<file path="src/rtl/ring_hook_pkg.sv">
package ring_hook_pkg;

  typedef enum logic [1:0] {
    PW_AWAKE = 2'd0,
    PW_DOWN  = 2'd1,
    PW_START = 2'd2,
    PW_CHECK = 2'd3
  } pwr_state_e;

  // width needed to hold values 0..v
  function automatic int unsigned cnt_w(input int unsigned v);
    return (v < 2) ? 1 : $clog2(v + 1);
  endfunction

  function automatic int unsigned umax(input int unsigned a, input int unsigned b);
    return (a > b) ? a : b;
  endfunction

endpackage

</file>
<file path="src/rtl/rhc_tick_gen.sv">
module rhc_tick_gen #(
  parameter int unsigned TICK_DIV  = 250000,
  parameter int unsigned SYNC_HALF = 1953
) (
  input  logic clk,
  input  logic rst_n,
  output logic ms_tick,
  output logic sync_wave
);
  localparam int unsigned TW = ring_hook_pkg::cnt_w(TICK_DIV - 1);
  localparam int unsigned SW = ring_hook_pkg::cnt_w(SYNC_HALF - 1);
  localparam logic [TW-1:0] T_LAST = TW'(TICK_DIV - 1);
  localparam logic [SW-1:0] S_LAST = SW'(SYNC_HALF - 1);

  logic [TW-1:0] t_cnt;
  logic [SW-1:0] s_cnt;

  assign ms_tick = (t_cnt == T_LAST);

  always_ff @(posedge clk or negedge rst_n) begin
    if (!rst_n) begin
      t_cnt <= '0;
    end else if (ms_tick) begin
      t_cnt <= '0;
    end else begin
      t_cnt <= t_cnt + 1'b1;
    end
  end

  // free-running square wave, toggles every SYNC_HALF cycles
  always_ff @(posedge clk or negedge rst_n) begin
    if (!rst_n) begin
      s_cnt     <= '0;
      sync_wave <= 1'b0;
    end else if (s_cnt == S_LAST) begin
      s_cnt     <= '0;
      sync_wave <= ~sync_wave;
    end else begin
      s_cnt <= s_cnt + 1'b1;
    end
  end
endmodule

</file>
<file path="src/rtl/rhc_hook_qual.sv">
module rhc_hook_qual #(
  parameter int unsigned DEB_MS = 10
) (
  input  logic clk,
  input  logic rst_n,
  input  logic ms_tick,
  input  logic hook_valid,
  input  logic hook_raw,
  output logic off_hook
);
  localparam int unsigned CW = ring_hook_pkg::cnt_w(DEB_MS);
  localparam logic [CW-1:0] D_LAST = CW'(DEB_MS - 1);

  logic [1:0]    sync_q;
  logic [CW-1:0] d_cnt;
  logic          hook_s;

  assign hook_s = sync_q[1];

  always_ff @(posedge clk or negedge rst_n) begin
    if (!rst_n) sync_q <= 2'b00;
    else        sync_q <= {sync_q[0], hook_raw};
  end

  // level accepted only after DEB_MS consecutive ticks at the new value
  always_ff @(posedge clk or negedge rst_n) begin
    if (!rst_n) begin
      off_hook <= 1'b0;
      d_cnt    <= '0;
    end else if (!hook_valid || (hook_s == off_hook)) begin
      d_cnt <= '0;
    end else if (ms_tick) begin
      if (d_cnt == D_LAST) begin
        off_hook <= hook_s;
        d_cnt    <= '0;
      end else begin
        d_cnt <= d_cnt + 1'b1;
      end
    end
  end
endmodule

</file>
<file path="src/rtl/rhc_power_seq.sv">
module rhc_power_seq #(
  parameter int unsigned POLL_MS  = 1000,
  parameter int unsigned START_MS = 50,
  parameter int unsigned DEB_MS   = 10
) (
  input  logic clk,
  input  logic rst_n,
  input  logic ms_tick,
  input  logic pd_mode_en,
  input  logic ring_req,
  input  logic off_hook,
  output logic pd_low,
  output logic hook_valid,
  output logic awake
);
  import ring_hook_pkg::*;

  localparam int unsigned MAXV = umax(umax(POLL_MS, START_MS), DEB_MS + 1);
  localparam int unsigned CW   = cnt_w(MAXV);
  localparam logic [CW-1:0] P_LAST = CW'(POLL_MS - 1);
  localparam logic [CW-1:0] S_LAST = CW'(START_MS);
  localparam logic [CW-1:0] C_LAST = CW'(DEB_MS);

  pwr_state_e    st;
  logic [CW-1:0] cnt;
  logic          stay_up;

  assign stay_up    = !pd_mode_en || ring_req;
  assign pd_low     = (st == PW_DOWN);
  assign hook_valid = (st == PW_AWAKE) || (st == PW_CHECK);
  assign awake      = (st == PW_AWAKE);

  always_ff @(posedge clk or negedge rst_n) begin
    if (!rst_n) begin
      st  <= PW_START;
      cnt <= '0;
    end else begin
      unique case (st)
        PW_AWAKE: begin
          if (!stay_up && !off_hook) begin
            st  <= PW_DOWN;
            cnt <= '0;
          end
        end
        PW_DOWN: begin
          if (stay_up) begin
            st  <= PW_START;
            cnt <= '0;
          end else if (ms_tick) begin
            if (cnt == P_LAST) begin
              st  <= PW_START;
              cnt <= '0;
            end else begin
              cnt <= cnt + 1'b1;
            end
          end
        end
        PW_START: begin
          // START_MS+1 ticks guarantees a full START_MS window
          if (ms_tick) begin
            if (cnt == S_LAST) begin
              st  <= PW_CHECK;
              cnt <= '0;
            end else begin
              cnt <= cnt + 1'b1;
            end
          end
        end
        PW_CHECK: begin
          if (stay_up || off_hook) begin
            st  <= PW_AWAKE;
            cnt <= '0;
          end else if (ms_tick) begin
            if (cnt == C_LAST) begin
              st  <= PW_DOWN;
              cnt <= '0;
            end else begin
              cnt <= cnt + 1'b1;
            end
          end
        end
        default: begin
          st  <= PW_START;
          cnt <= '0;
        end
      endcase
    end
  end
endmodule

</file>
<file path="src/rtl/rhc_ring_cadence.sv">
module rhc_ring_cadence #(
  parameter int unsigned ON_MS  = 1000,
  parameter int unsigned OFF_MS = 3000
) (
  input  logic clk,
  input  logic rst_n,
  input  logic ms_tick,
  input  logic ring_req,
  input  logic ring_ok,
  input  logic off_hook,
  output logic ring_mode,
  output logic ringing,
  output logic answered
);
  localparam int unsigned CW = ring_hook_pkg::cnt_w(ring_hook_pkg::umax(ON_MS, OFF_MS));
  localparam logic [CW-1:0] ON_LAST  = CW'(ON_MS - 1);
  localparam logic [CW-1:0] OFF_LAST = CW'(OFF_MS - 1);

  logic          active;
  logic          on_ph;
  logic          tripped;
  logic [CW-1:0] cnt;

  assign ring_mode = active && on_ph;
  assign ringing   = active;

  always_ff @(posedge clk or negedge rst_n) begin
    if (!rst_n) begin
      active   <= 1'b0;
      on_ph    <= 1'b0;
      tripped  <= 1'b0;
      cnt      <= '0;
      answered <= 1'b0;
    end else begin
      answered <= 1'b0;
      if (!ring_req) begin
        active  <= 1'b0;
        on_ph   <= 1'b0;
        tripped <= 1'b0;
        cnt     <= '0;
      end else if (tripped) begin
        active <= 1'b0;
      end else if (off_hook) begin
        tripped  <= 1'b1;
        active   <= 1'b0;
        answered <= active;
      end else if (!ring_ok) begin
        active <= 1'b0;
        cnt    <= '0;
      end else if (!active) begin
        active <= 1'b1;
        on_ph  <= 1'b1;
        cnt    <= '0;
      end else if (ms_tick) begin
        if (on_ph && (cnt == ON_LAST)) begin
          on_ph <= 1'b0;
          cnt   <= '0;
        end else if (!on_ph && (cnt == OFF_LAST)) begin
          on_ph <= 1'b1;
          cnt   <= '0;
        end else begin
          cnt <= cnt + 1'b1;
        end
      end
    end
  end
endmodule

</file>
<file path="src/rtl/ring_hook_ctrl.sv">
module ring_hook_ctrl #(
  parameter int unsigned CLK_HZ      = 250000000,
  parameter int unsigned RING_ON_MS  = 1000,
  parameter int unsigned RING_OFF_MS = 3000,
  parameter int unsigned DEBOUNCE_MS = 10,
  parameter int unsigned STARTUP_MS  = 50,
  parameter int unsigned POLL_MS     = 1000
) (
  input  logic clk,
  input  logic rst_n,
  input  logic ring_req,
  input  logic pd_mode_en,
  input  logic sync_en,
  input  logic hook_in,
  output logic ring_mode,
  output logic pd_drive_low,
  output logic off_hook,
  output logic answered,
  output logic ringing
);
  localparam int unsigned TICK_DIV  = CLK_HZ / 1000;
  localparam int unsigned SYNC_RAW  = CLK_HZ / 128000;
  localparam int unsigned SYNC_HALF = (SYNC_RAW < 1) ? 1 : SYNC_RAW;

  logic ms_tick;
  logic sync_wave;
  logic hook_valid;
  logic pd_low;
  logic awake;

  rhc_tick_gen #(.TICK_DIV(TICK_DIV), .SYNC_HALF(SYNC_HALF)) u_tick (
    .clk(clk), .rst_n(rst_n), .ms_tick(ms_tick), .sync_wave(sync_wave)
  );

  rhc_hook_qual #(.DEB_MS(DEBOUNCE_MS)) u_hook (
    .clk(clk), .rst_n(rst_n), .ms_tick(ms_tick), .hook_valid(hook_valid),
    .hook_raw(hook_in), .off_hook(off_hook)
  );

  rhc_power_seq #(.POLL_MS(POLL_MS), .START_MS(STARTUP_MS), .DEB_MS(DEBOUNCE_MS)) u_pwr (
    .clk(clk), .rst_n(rst_n), .ms_tick(ms_tick), .pd_mode_en(pd_mode_en),
    .ring_req(ring_req), .off_hook(off_hook), .pd_low(pd_low),
    .hook_valid(hook_valid), .awake(awake)
  );

  rhc_ring_cadence #(.ON_MS(RING_ON_MS), .OFF_MS(RING_OFF_MS)) u_ring (
    .clk(clk), .rst_n(rst_n), .ms_tick(ms_tick), .ring_req(ring_req),
    .ring_ok(awake), .off_hook(off_hook), .ring_mode(ring_mode),
    .ringing(ringing), .answered(answered)
  );

  // registered pull-low enable keeps the pad free of decode glitches
  always_ff @(posedge clk or negedge rst_n) begin
    if (!rst_n) pd_drive_low <= 1'b0;
    else        pd_drive_low <= pd_low || (sync_en && sync_wave);
  end
endmodule

</file>
<file path="config.mk">
export PLATFORM = sky130hd
export DESIGN_NAME = ring_hook_ctrl
export DESIGN_NICKNAME = d
export VERILOG_FILES = /design/src/rtl/ring_hook_pkg.sv /design/src/rtl/rhc_tick_gen.sv /design/src/rtl/rhc_hook_qual.sv /design/src/rtl/rhc_power_seq.sv /design/src/rtl/rhc_ring_cadence.sv /design/src/rtl/ring_hook_ctrl.sv
export SDC_FILE = /design/constraint.sdc
export NUM_CORES = 1
export LEC_CHECK = 0
export BUFFER_PORTS_ARGS = -buffer_cell sky130_fd_sc_hd__buf_2
export CAP_MARGIN = 20
export CELL_PAD_IN_SITES_DETAIL_PLACEMENT = 0
export CELL_PAD_IN_SITES_GLOBAL_PLACEMENT = 2
export CORE_MARGIN = 2
export CORE_UTILIZATION = 40
export CTS_CLUSTER_DIAMETER = 100
export DETAILED_ROUTE_END_ITERATION = 10
export PLACE_DENSITY_LB_ADDON = 0.08
export RECOVER_POWER = 25
export SYNTH_ARGS = -nofsm -noshare
export SYNTH_HDL_FRONTEND = slang
export SYNTH_SLANG_ARGS = --single-unit
</file>
<file path="constraint.sdc">
create_clock -name clk -period 2.8 [get_ports clk]
set_input_delay 0.14 -clock clk [delete_from_list [all_inputs] [get_ports clk]]
set_output_delay 0.14 -clock clk [all_outputs]
set_load 0.03 [all_outputs]
</file>
# Word-level counts from Yosys, hierarchy flattened

Index checks and enable logic that the tools add are counted.

Bitwise operators: 2
Add/sub/neg operators: 5
Equal/unequal tests: 25
Reduce and logical (&&, ||, !) cells: 22
Multiplexer cells: 51

Operator list:

| cell                  | number |
|---|---|
| $mux 12               | 8 |
| $mux 10               | 9 |
| $pmux 10 s4           | 1 |
| $add 18x1->18 const B | 1 |
| $eq 18x18->1 const B  | 1 |
| $mux 1                | 18 |
| $mux 18               | 1 |
| $mux 2                | 9 |
| $add 12x1->12 const B | 1 |
| $eq 12x10->1 const B  | 1 |
| $eq 12x12->1 const B  | 1 |
| $mux 4                | 3 |
| $add 11x1->11 const B | 1 |
| $eq 11x11->1 const B  | 1 |
| $mux 11               | 1 |
| $add 10x1->10 const B | 1 |
| $eq 10x10->1 const B  | 1 |
| $eq 10x4->1 const B   | 1 |
| $eq 10x6->1 const B   | 1 |
| $ne 3x3->1 const B    | 3 |
| $ne 2x2->1 const B    | 4 |
| $ne 4x4->1 const B    | 2 |
| $pmux 2 s4            | 1 |
| $reduce_and 7->1      | 1 |
| 17 further kinds      | 33 |

Bits in registers: 66
Output and inout bits: 5

# Longest topological paths before layout

Gate-level depths: netlist (run 1).

Depth in word-level cells: 10
Depth in mapped cells: 8

# Cells and area by module

A second synthesis (run 1) with hierarchy kept.

Cells, all modules: 353
Area, all modules: 3,598.5 sq um

Modules (own cells, without submodules):

| module           | instances | area an instance (sq um) | sequential area each (sq um) | cells an instance |
|---|---|---|---|---|
| rhc_tick_gen     | 1         | 1,426.4                  | 750.7                        | 134 |
| rhc_ring_cadence | 1         | 962.2                    | 400.4                        | 101 |
| rhc_power_seq    | 1         | 832.0                    | 301.5                        | 84 |
| rhc_hook_qual    | 1         | 345.3                    | 175.2                        | 32 |
| ring_hook_ctrl   | 1         | 32.5                     | 25.0                         | 2 |

# Worst setup path before layout (run 1)

Ideal clock, no wire load.

Path type: reg-to-reg
Start point: register u_hook.off_hook
End point: register u_pwr.cnt[8]
Path buffers: 1
Cell stages (with the launch flop): 7
Path slack: 0.533 ns
Clock period less this slack: 2.267 ns
Required time: 2.721 ns
Data arrival time: 2.188 ns
Setup time: 0.079 ns
Cells stage by stage: dfrtp_1 or3b_1 and2_1 o32a_1 buf_6 or4_1 a21oi_1

Longest elaborated chain between the ends: 4
Elaborated cells between the ends (all ways): 8
Classes of those cells: eq/ne (2); mux (2); reduce/logical (4)

Ends and longest elaborated chain:

| item                              | RTL line            | source |
|---|---|---|
| start: declaration                | rhc_hook_qual.sv:9  | `output logic off_hook` |
| start signal: assignment          | rhc_hook_qual.sv:34 | `off_hook <= hook_s;` |
| $logic_not 1->1                   | rhc_power_seq.sv:40 | `if (!stay_up && !off_hook) begin` |
| $logic_and 1x1->1                 | rhc_power_seq.sv:40 |  |
| $ne 2x2->1 (no source line)       | n/a                 |  |
| $reduce_and 4->1 (no source line) | n/a                 |  |
| end signal: assignment            | rhc_power_seq.sv:54 | `cnt <= cnt + 1'b1;` |
| end signal: assignment            | rhc_power_seq.sv:65 | `cnt <= cnt + 1'b1;` |
| end signal: assignment            | rhc_power_seq.sv:78 | `cnt <= cnt + 1'b1;` |
| end: declaration                  | rhc_power_seq.sv:25 | `logic [CW-1:0] cnt;` |

Parallel ways exist; a longest one is shown, timed or not.
A chain may end at the register's enable or synchronous reset.

# Final worst setup path (run 1)

Start point: register u_tick.t_cnt[0]
End point: register u_pwr.cnt[8]

Longest elaborated chain between the ends: 3
Elaborated cells between the ends (all ways): 5
Classes of those cells: eq/ne (4); reduce/logical (1)

Ends and longest elaborated chain:

| item                                                      | RTL line           | source |
|---|---|---|
| start: declaration                                        | rhc_tick_gen.sv:15 | `logic [TW-1:0] t_cnt;` |
| start signal: assignment                                  | rhc_tick_gen.sv:26 | `t_cnt <= t_cnt + 1'b1;` |
| $eq 18x18->1 *                                            | rhc_tick_gen.sv:18 | `assign ms_tick = (t_cnt == T_LAST);` |
| $ne 3x3->1 (no source line), or another cell as far along | n/a                |  |
| $reduce_and 4->1 (no source line) *                       | n/a                |  |

Every way passes the cells marked *; elsewhere a longest branch is shown, timed or not.

==> results of run 1 <==
==> worst min-delay path by stage <==
stage          cells after the start  startpoint                to
6_report                           3    ring_req    u_ring.ringing
5_1_grt                            3    ring_req    u_ring.ringing
4_1_cts                            3    ring_req    u_ring.ringing
3_5_place_dp                       1     hook_in  u_hook.sync_q[0]
3_3_place_gp                       1     hook_in  u_hook.sync_q[0]
2_1_floorplan                      0       rst_n      pd_drive_low
==> routing by layer <==
metal  vias to the layer above  track usage
met1                      1340        0.253
met2                        37        0.273
met5                         -            0
met3                        10       0.0309
li1                       1374            -
met4                         0       0.0855
==> stage by stage <==
step                hold WS (ps)  power [mW]  setup WS [ps]
floorplan                   -156        1.43            533
global placement             248        1.61            364
detailed placement           250        1.61            305
CTS                         96.6        2.53            280
global route                 128        2.64            130
finish                       106        2.50            297
==> kinds of logic after synthesis <==
logic type      after synthesis
simple gates                166
compound gates               67
flops                        66
xor+xnor                     25
buf+inv                      22
fa+ha+maj                    12
mux                           2
==> critical path, stage by stage, from the launching register on <==
cell and delay [ps]:
dfrtp_1 380, ha_1 210, nand3_1 140, or4_1 550
o32a_1 420, or4_1 580, a21oi_1 150
==> registers in the layout (all words and copies together), names as in the netlist, 2 cells and up <==
register / count
u_hook.sync_q: 2
u_tick.s_cnt: 11
u_ring.cnt: 12
u_pwr.cnt: 10
u_hook.d_cnt: 4
u_pwr.st: 2
u_tick.t_cnt: 18
==> final cells by class <==
class                   count  area (sq um)  share of cell area
clock inverters             5          77.6              0.0195
flip-flops and latches     66          1650               0.415
multi-input cells         272          1750               0.438
inverters                  16          60.1              0.0151
well taps                 108           135              0.0339
clock buffers              11           141              0.0355
repair buffers             26           170              0.0427
==> timing repair <==
action                                  in CTS  in global routing
endpoints found under the setup margin       0                  0
hold buffers                                 3                  0
hold endpoints to repair                    32                  0
==> layout by cell type (no fill, tap or decap), types with 4 or more instances in the layout <==
cell	netlist	final
inv_1	16	16
xnor2_1	11	11
nand2b_1	5	5
buf_2	1	7
nor2_1	29	29
buf_4	0	12
nor3_1	16	16
or3_1	10	10
a21oi_1	17	17
nor4_1	4	4
nor2b_1	5	5
or2_2	4	4
nand2_1	27	27
o21ai_0	17	17
o31ai_1	10	10
ha_1	12	12
clkbuf_8	0	10
dfrtp_1	65	65
or4_1	5	5
xor2_1	14	14
clkbuf_1	3	5
nand3_1	22	22
and3_1	8	8
nand4_1	12	12
==> power by group <==
group	internal [mW]	leakage (nW)	total (mW)	switching [mW]
registers	1.01	0.880	1.05	0.0470
clock network	0.523	0.109	0.906	0.383
logic	0.197	0.747	0.537	0.340
==> metrics, run 1 <==
status finished with violations; failing checks capacitance limit, slew limit; Tcrit/Tclk final 0.894; Async S/R FF share, synth 1.00; Compound-Gate Fraction of Synth Area 0.127; Initial Util 0.407; RR Startpoint u_tick.t_cnt[0]; Worst IR Drop VDD approximately 0.00035 V; Setup TNS 0 ps; top cell type by total area after synthesis dfrtp_1; Post-Syn Area roughly 0.0035 sq mm; Seq/Total Area, Yosys 0.473; fin nets a little over 400; Placed Instances a little under 500; skew final 9.55 ps; largest net degree at the start of global routing 33; mux share of post-synthesis cell area 0.00644; layout cell share with drive strength beyond 1 0.111; Slew headroom -0.205; flops & latches, synth 66; FILL cells between 800 and 900; mean area per synthesized cell slightly below 10 sq um; P per Cell Area between 600 and 700 mW/mm^2; largest family of logic cells by synthesized area simple AND/OR/NAND/NOR gates; die area about 0.0095 sq mm; Post-synth top cells dfrtp_1 (65), nor2_1 (29), nand2_1 (27); antenna violations before repair 0; DR iter-0 viols about 130; chip width ~98 um; Buffers on Ports 10; post-synth top area share 0.465; Final min period about 2500 ps; H-tree depth 3; Achievable Freq 399 MHz; row count 34; Max Slew Vio Count 33; clk buf depth 2; critical path endpoint category flip-flop; via count approximately 2800; worst-margin pin slew about 1800 ps; root buf cell clkbuf_8; Hold Crit Class in -> reg; vias in the first global route 2846; worst-skew pair later-pin latency 350 ps; CTS resizes 0; postcts setup bufs 0; post-synthesis simple-gate area fraction 0.260; Top Metal Used met4; gpl congestion between 0.8 and 0.9; top_reg_cell synth dfrtp_1; routed len/inst around 16 um; Final Util 0.463; synthesized-area fraction occupied by xor and xnor cells 0.0626; post-synthesis cell type count 55; I/O Pins 11; n_diodes 0; CP Max Fanout 20; worst path arrival time between 2000 and 3000 ps; GRT overflow 0; HPWL after detailed placement around 5.6 mm; Critical path origin u_tick.t_cnt[0]; crit start category flip-flop; met2 routed WL between 3 and 4 mm; clk sinks 66; met1 WL 4.00 mm; Non-Filler Instances 504; first-pass GRT wire length approximately 14 mm; Hold Violations, Final 0; gr usage total 0.181; synth top area cells dfrtp_1 (47%), ha_1 (4.3%), xor2_1 (3.5%), nand3_1 (3.1%), nor2_1 (3.1%); DRC 0; Post-Synth Adder-Cell Area 0.0429; Synth Instances 360; critical path data required time 3070 ps; most numerous cell in the Yosys netlist dfrtp_1; WL met3 250 um; Critical Path End u_pwr.cnt[8]; cts bufs inserted 9; Worst-path clk slew ~70 ps; Area Growth Syn to Fin 13.9%; placed instance area 0.00374 sq mm; Final Cell Area 0.00398 sq mm; max_cap viols 1; DRT Pass-1 Iters 4; Post-Syn Nets 378; yosys warns 0; Vias/cell ~5.5; RSZ-0062 raised after global routing no; FF-to-FF End u_pwr.cnt[8]; critical path type reg -> reg; DRT antenna net count 0; Worst R2R Setup Slack ~300 ps; Static Leakage about 1.7 nW; Worst R2R Path Depth 6; chip height roughly 100 um; CORE AREA around 0.0086 sq mm; Final setup violation count 0; Detailed Route WL 7.88 mm; EDFF count, synth 0; CTS tree built
No activity file was read; power rests on OpenSTA's default activity.
==> inputs of run 2 (changes only) <==
- CORE_UTILIZATION: 40 -> 37
==> run 2 against run 1 <==
The run now ends clean. Clock-buffer cell count fell by 1. Final cell count up 0.60%. Clock power down 17%. Largest cell class unchanged. Global-route usage decreased by 1.1 points. Register-to-register slack got worse by 20 ps. Design area shrank 0.69%. Maximum frequency is 0.71% lower.
==> metrics, run 2 (synthesis results as in run 1) <==
dpl ws 287 ps (-18.3 ps); most frequent cells in the layout dfrtp_1 (65), nor2_1 (29), nand2_1 (27); Hold Crit Class in -> reg; Worst-path clk slew 80 ps (about the same); critical path data required time 3060 ps (about the same); Largest Register u_tick.t_cnt; crit-path most repeated cell or4_1; row count 35 (+2.9%); Detailed Route WL 7.91 mm (+0.36%); DRT Pass-1 Iters 4 (unchanged); largest registers u_tick.t_cnt: 18 flops, u_ring.cnt: 12 flops, u_tick.s_cnt: 11 flops; max_cap viols 0 (-1); gpl congestion 0.770 (-7.9%); final worst slack 279 ps (-17.9 ps); Flop pwr share 0.449 (+0.027); first-pass GRT wire length 13.7 mm (-1.2%); Area Growth Syn to Fin 13.1%; crit start category flip-flop; footprint of the multi-input gates 0.00175 sq mm (unchanged); CP Max Fanout 20 (unchanged); HPWL after detailed placement 5.53 mm (-1.1%); I/O Pins 11 (unchanged); Setup TNS 0 ps (unchanged); n_diodes 0 (unchanged); H-tree depth 3 (unchanged); P per Cell Area 592 mW/mm^2 (-5.6%); vias in the first global route 2739 (-3.8%); via count 2796 (+1.3%); CORE AREA 0.00920 sq mm (+7.0%); Max Slew Vio Count 0 (-100%); skew final 9.36 ps (-0.191 ps); gr usage total 0.170 (-0.0110); DRC 0 (unchanged); max reg flops 18 (unchanged); routed len/inst 15.6 um (-0.24%); layout cell share with drive strength beyond 1 0.111 (unchanged); GRT overflow 0 (unchanged); Internal 1.55 mW (-10%); Static Leakage 1.71 nW (-1.2%); crit path max-delay cell type or4_1; commonest non-fill, non-tap cell in the layout dfrtp_1; largest net degree at the start of global routing 42 (+27%); worst path arrival time 2780 ps (about the same); combinational share of power 0.231 (+0.016); clk buf depth 2 (unchanged); Max stage delay on crit path 570 ps (about the same); DRT antenna net count 0 (unchanged); status finished, final reports clean; FILL cells 915 (+9.1%); Final Util 0.430 (-0.0334); critical path endpoint category flip-flop; Slew headroom 0.361 (+0.567); Worst IR Drop VDD 0.000346 V (-0.80%); DR iter-0 viols 146 (+16%); Buffers on Ports 10 (unchanged); chip height 101 um (+3.8%); Hold Violations, Final 0 (unchanged); Tcrit/Tclk final 0.900 (+0.00638); RSZ-0062 raised after global routing no; critical path type reg -> reg; Initial Util 0.380 (-0.0267); Non-Filler Instances 507 (+0.60%); switching power share of the total 0.336 (+0.0278); root buf cell clkbuf_8; Placed Instances 488 (+0.62%); cts bufs inserted 9 (unchanged); clk sinks 66 (unchanged); Power Total 2.34 mW (-6.3%); Final min period 2520 ps (+17.9 ps); Final setup violation count 0 (unchanged); NetSw 0.787 mW (+2.2%); CP cell instances ha_1, nand3_1, or4_1, o32a_1, or4_1, a21oi_1; worst-margin pin slew 958 ps (-850 ps); die area 0.0102 sq mm (+7.8%); Achievable Freq 397 MHz (-0.71%); Clk pwr share 0.320 (-0.043); FF+latch area 0.00165 sq mm (unchanged); Vias/cell 5.51 (+0.67%); chip width 101 um (+3.8%); CTS tree built; antenna violations before repair 0 (unchanged); fin nets 409 (unchanged); worst-skew pair later-pin latency 340 ps (about the same)
[run 2: cell types whose count changed in the layout (fill, tap and decap cells not counted), sizes merged]
cell / change
clkinv: +1
inv: +1
clkbuf: -1
clkinvlp: +1
bufinv: -2
[run 2: worst paths after layout]
check,start,to,slack [ps],depth (start not counted)
min in group asynchronous,rst_n,u_tick.t_cnt[15],490,2
hold reg to reg,u_hook.sync_q[0],u_hook.sync_q[1],360,0
hold / removal,ring_req,u_ring.ringing,120,3
max in group asynchronous,rst_n,u_hook.sync_q[1],1540,3
setup reg to reg,u_tick.t_cnt[0],u_pwr.cnt[8],280,6
setup / recovery,u_tick.t_cnt[0],u_pwr.cnt[8],280,6
[run 2: stage by stage]
stage / hold slack [ps] / area [sq um]
floorplan: -156 / 3500
global placement: 251 / 3740
detailed placement: 255 / 3740
CTS: 102 / 3960
global route: 110 / 3960
finish: 118 / 3960
[run 2: cell type report]
class	count	share of cell area
Multi-Input combinational cell	272	0.441
Clock inverter	6	0.0127
Timing Repair Buffer	26	0.0430
Clock buffer	10	0.0348
Sequential cell	66	0.418
Tap cell	111	0.0351
Inverter	16	0.0152
[run 2: power groups by stage]
stage                     Clock (mW)  Sequential, mW  Combinational, mW
after floorplan                    0            1.08              0.351
after detailed placement           0            1.07              0.548
after CTS                      0.787            1.05              0.552
after global placement             0            1.07              0.546
final                          0.749            1.05              0.541
after global routing           0.823            1.06              0.612
[run 2: worst max-delay path: cells and delay by family, from the launching register on]
family,cells,cell delay (ps)
DFF,1,390
AOI/OAI and AO/OA,2,580
adders and majority gates,1,210
and+or+nand+nor,3,1270
[run 2: layer usage]
metal  GRT usage  part of all wire
met5           0                 0
met4      0.0468            0.0048
met3      0.0386             0.031
met2       0.264              0.47
met1       0.239              0.50
[run 2: timing repair]
item,in CTS,in global routing
hold endpoints to repair,38,0
hold buffers,3,0
resized for setup,0,0
setup endpoints to repair,0,0
setup buffers,0,0
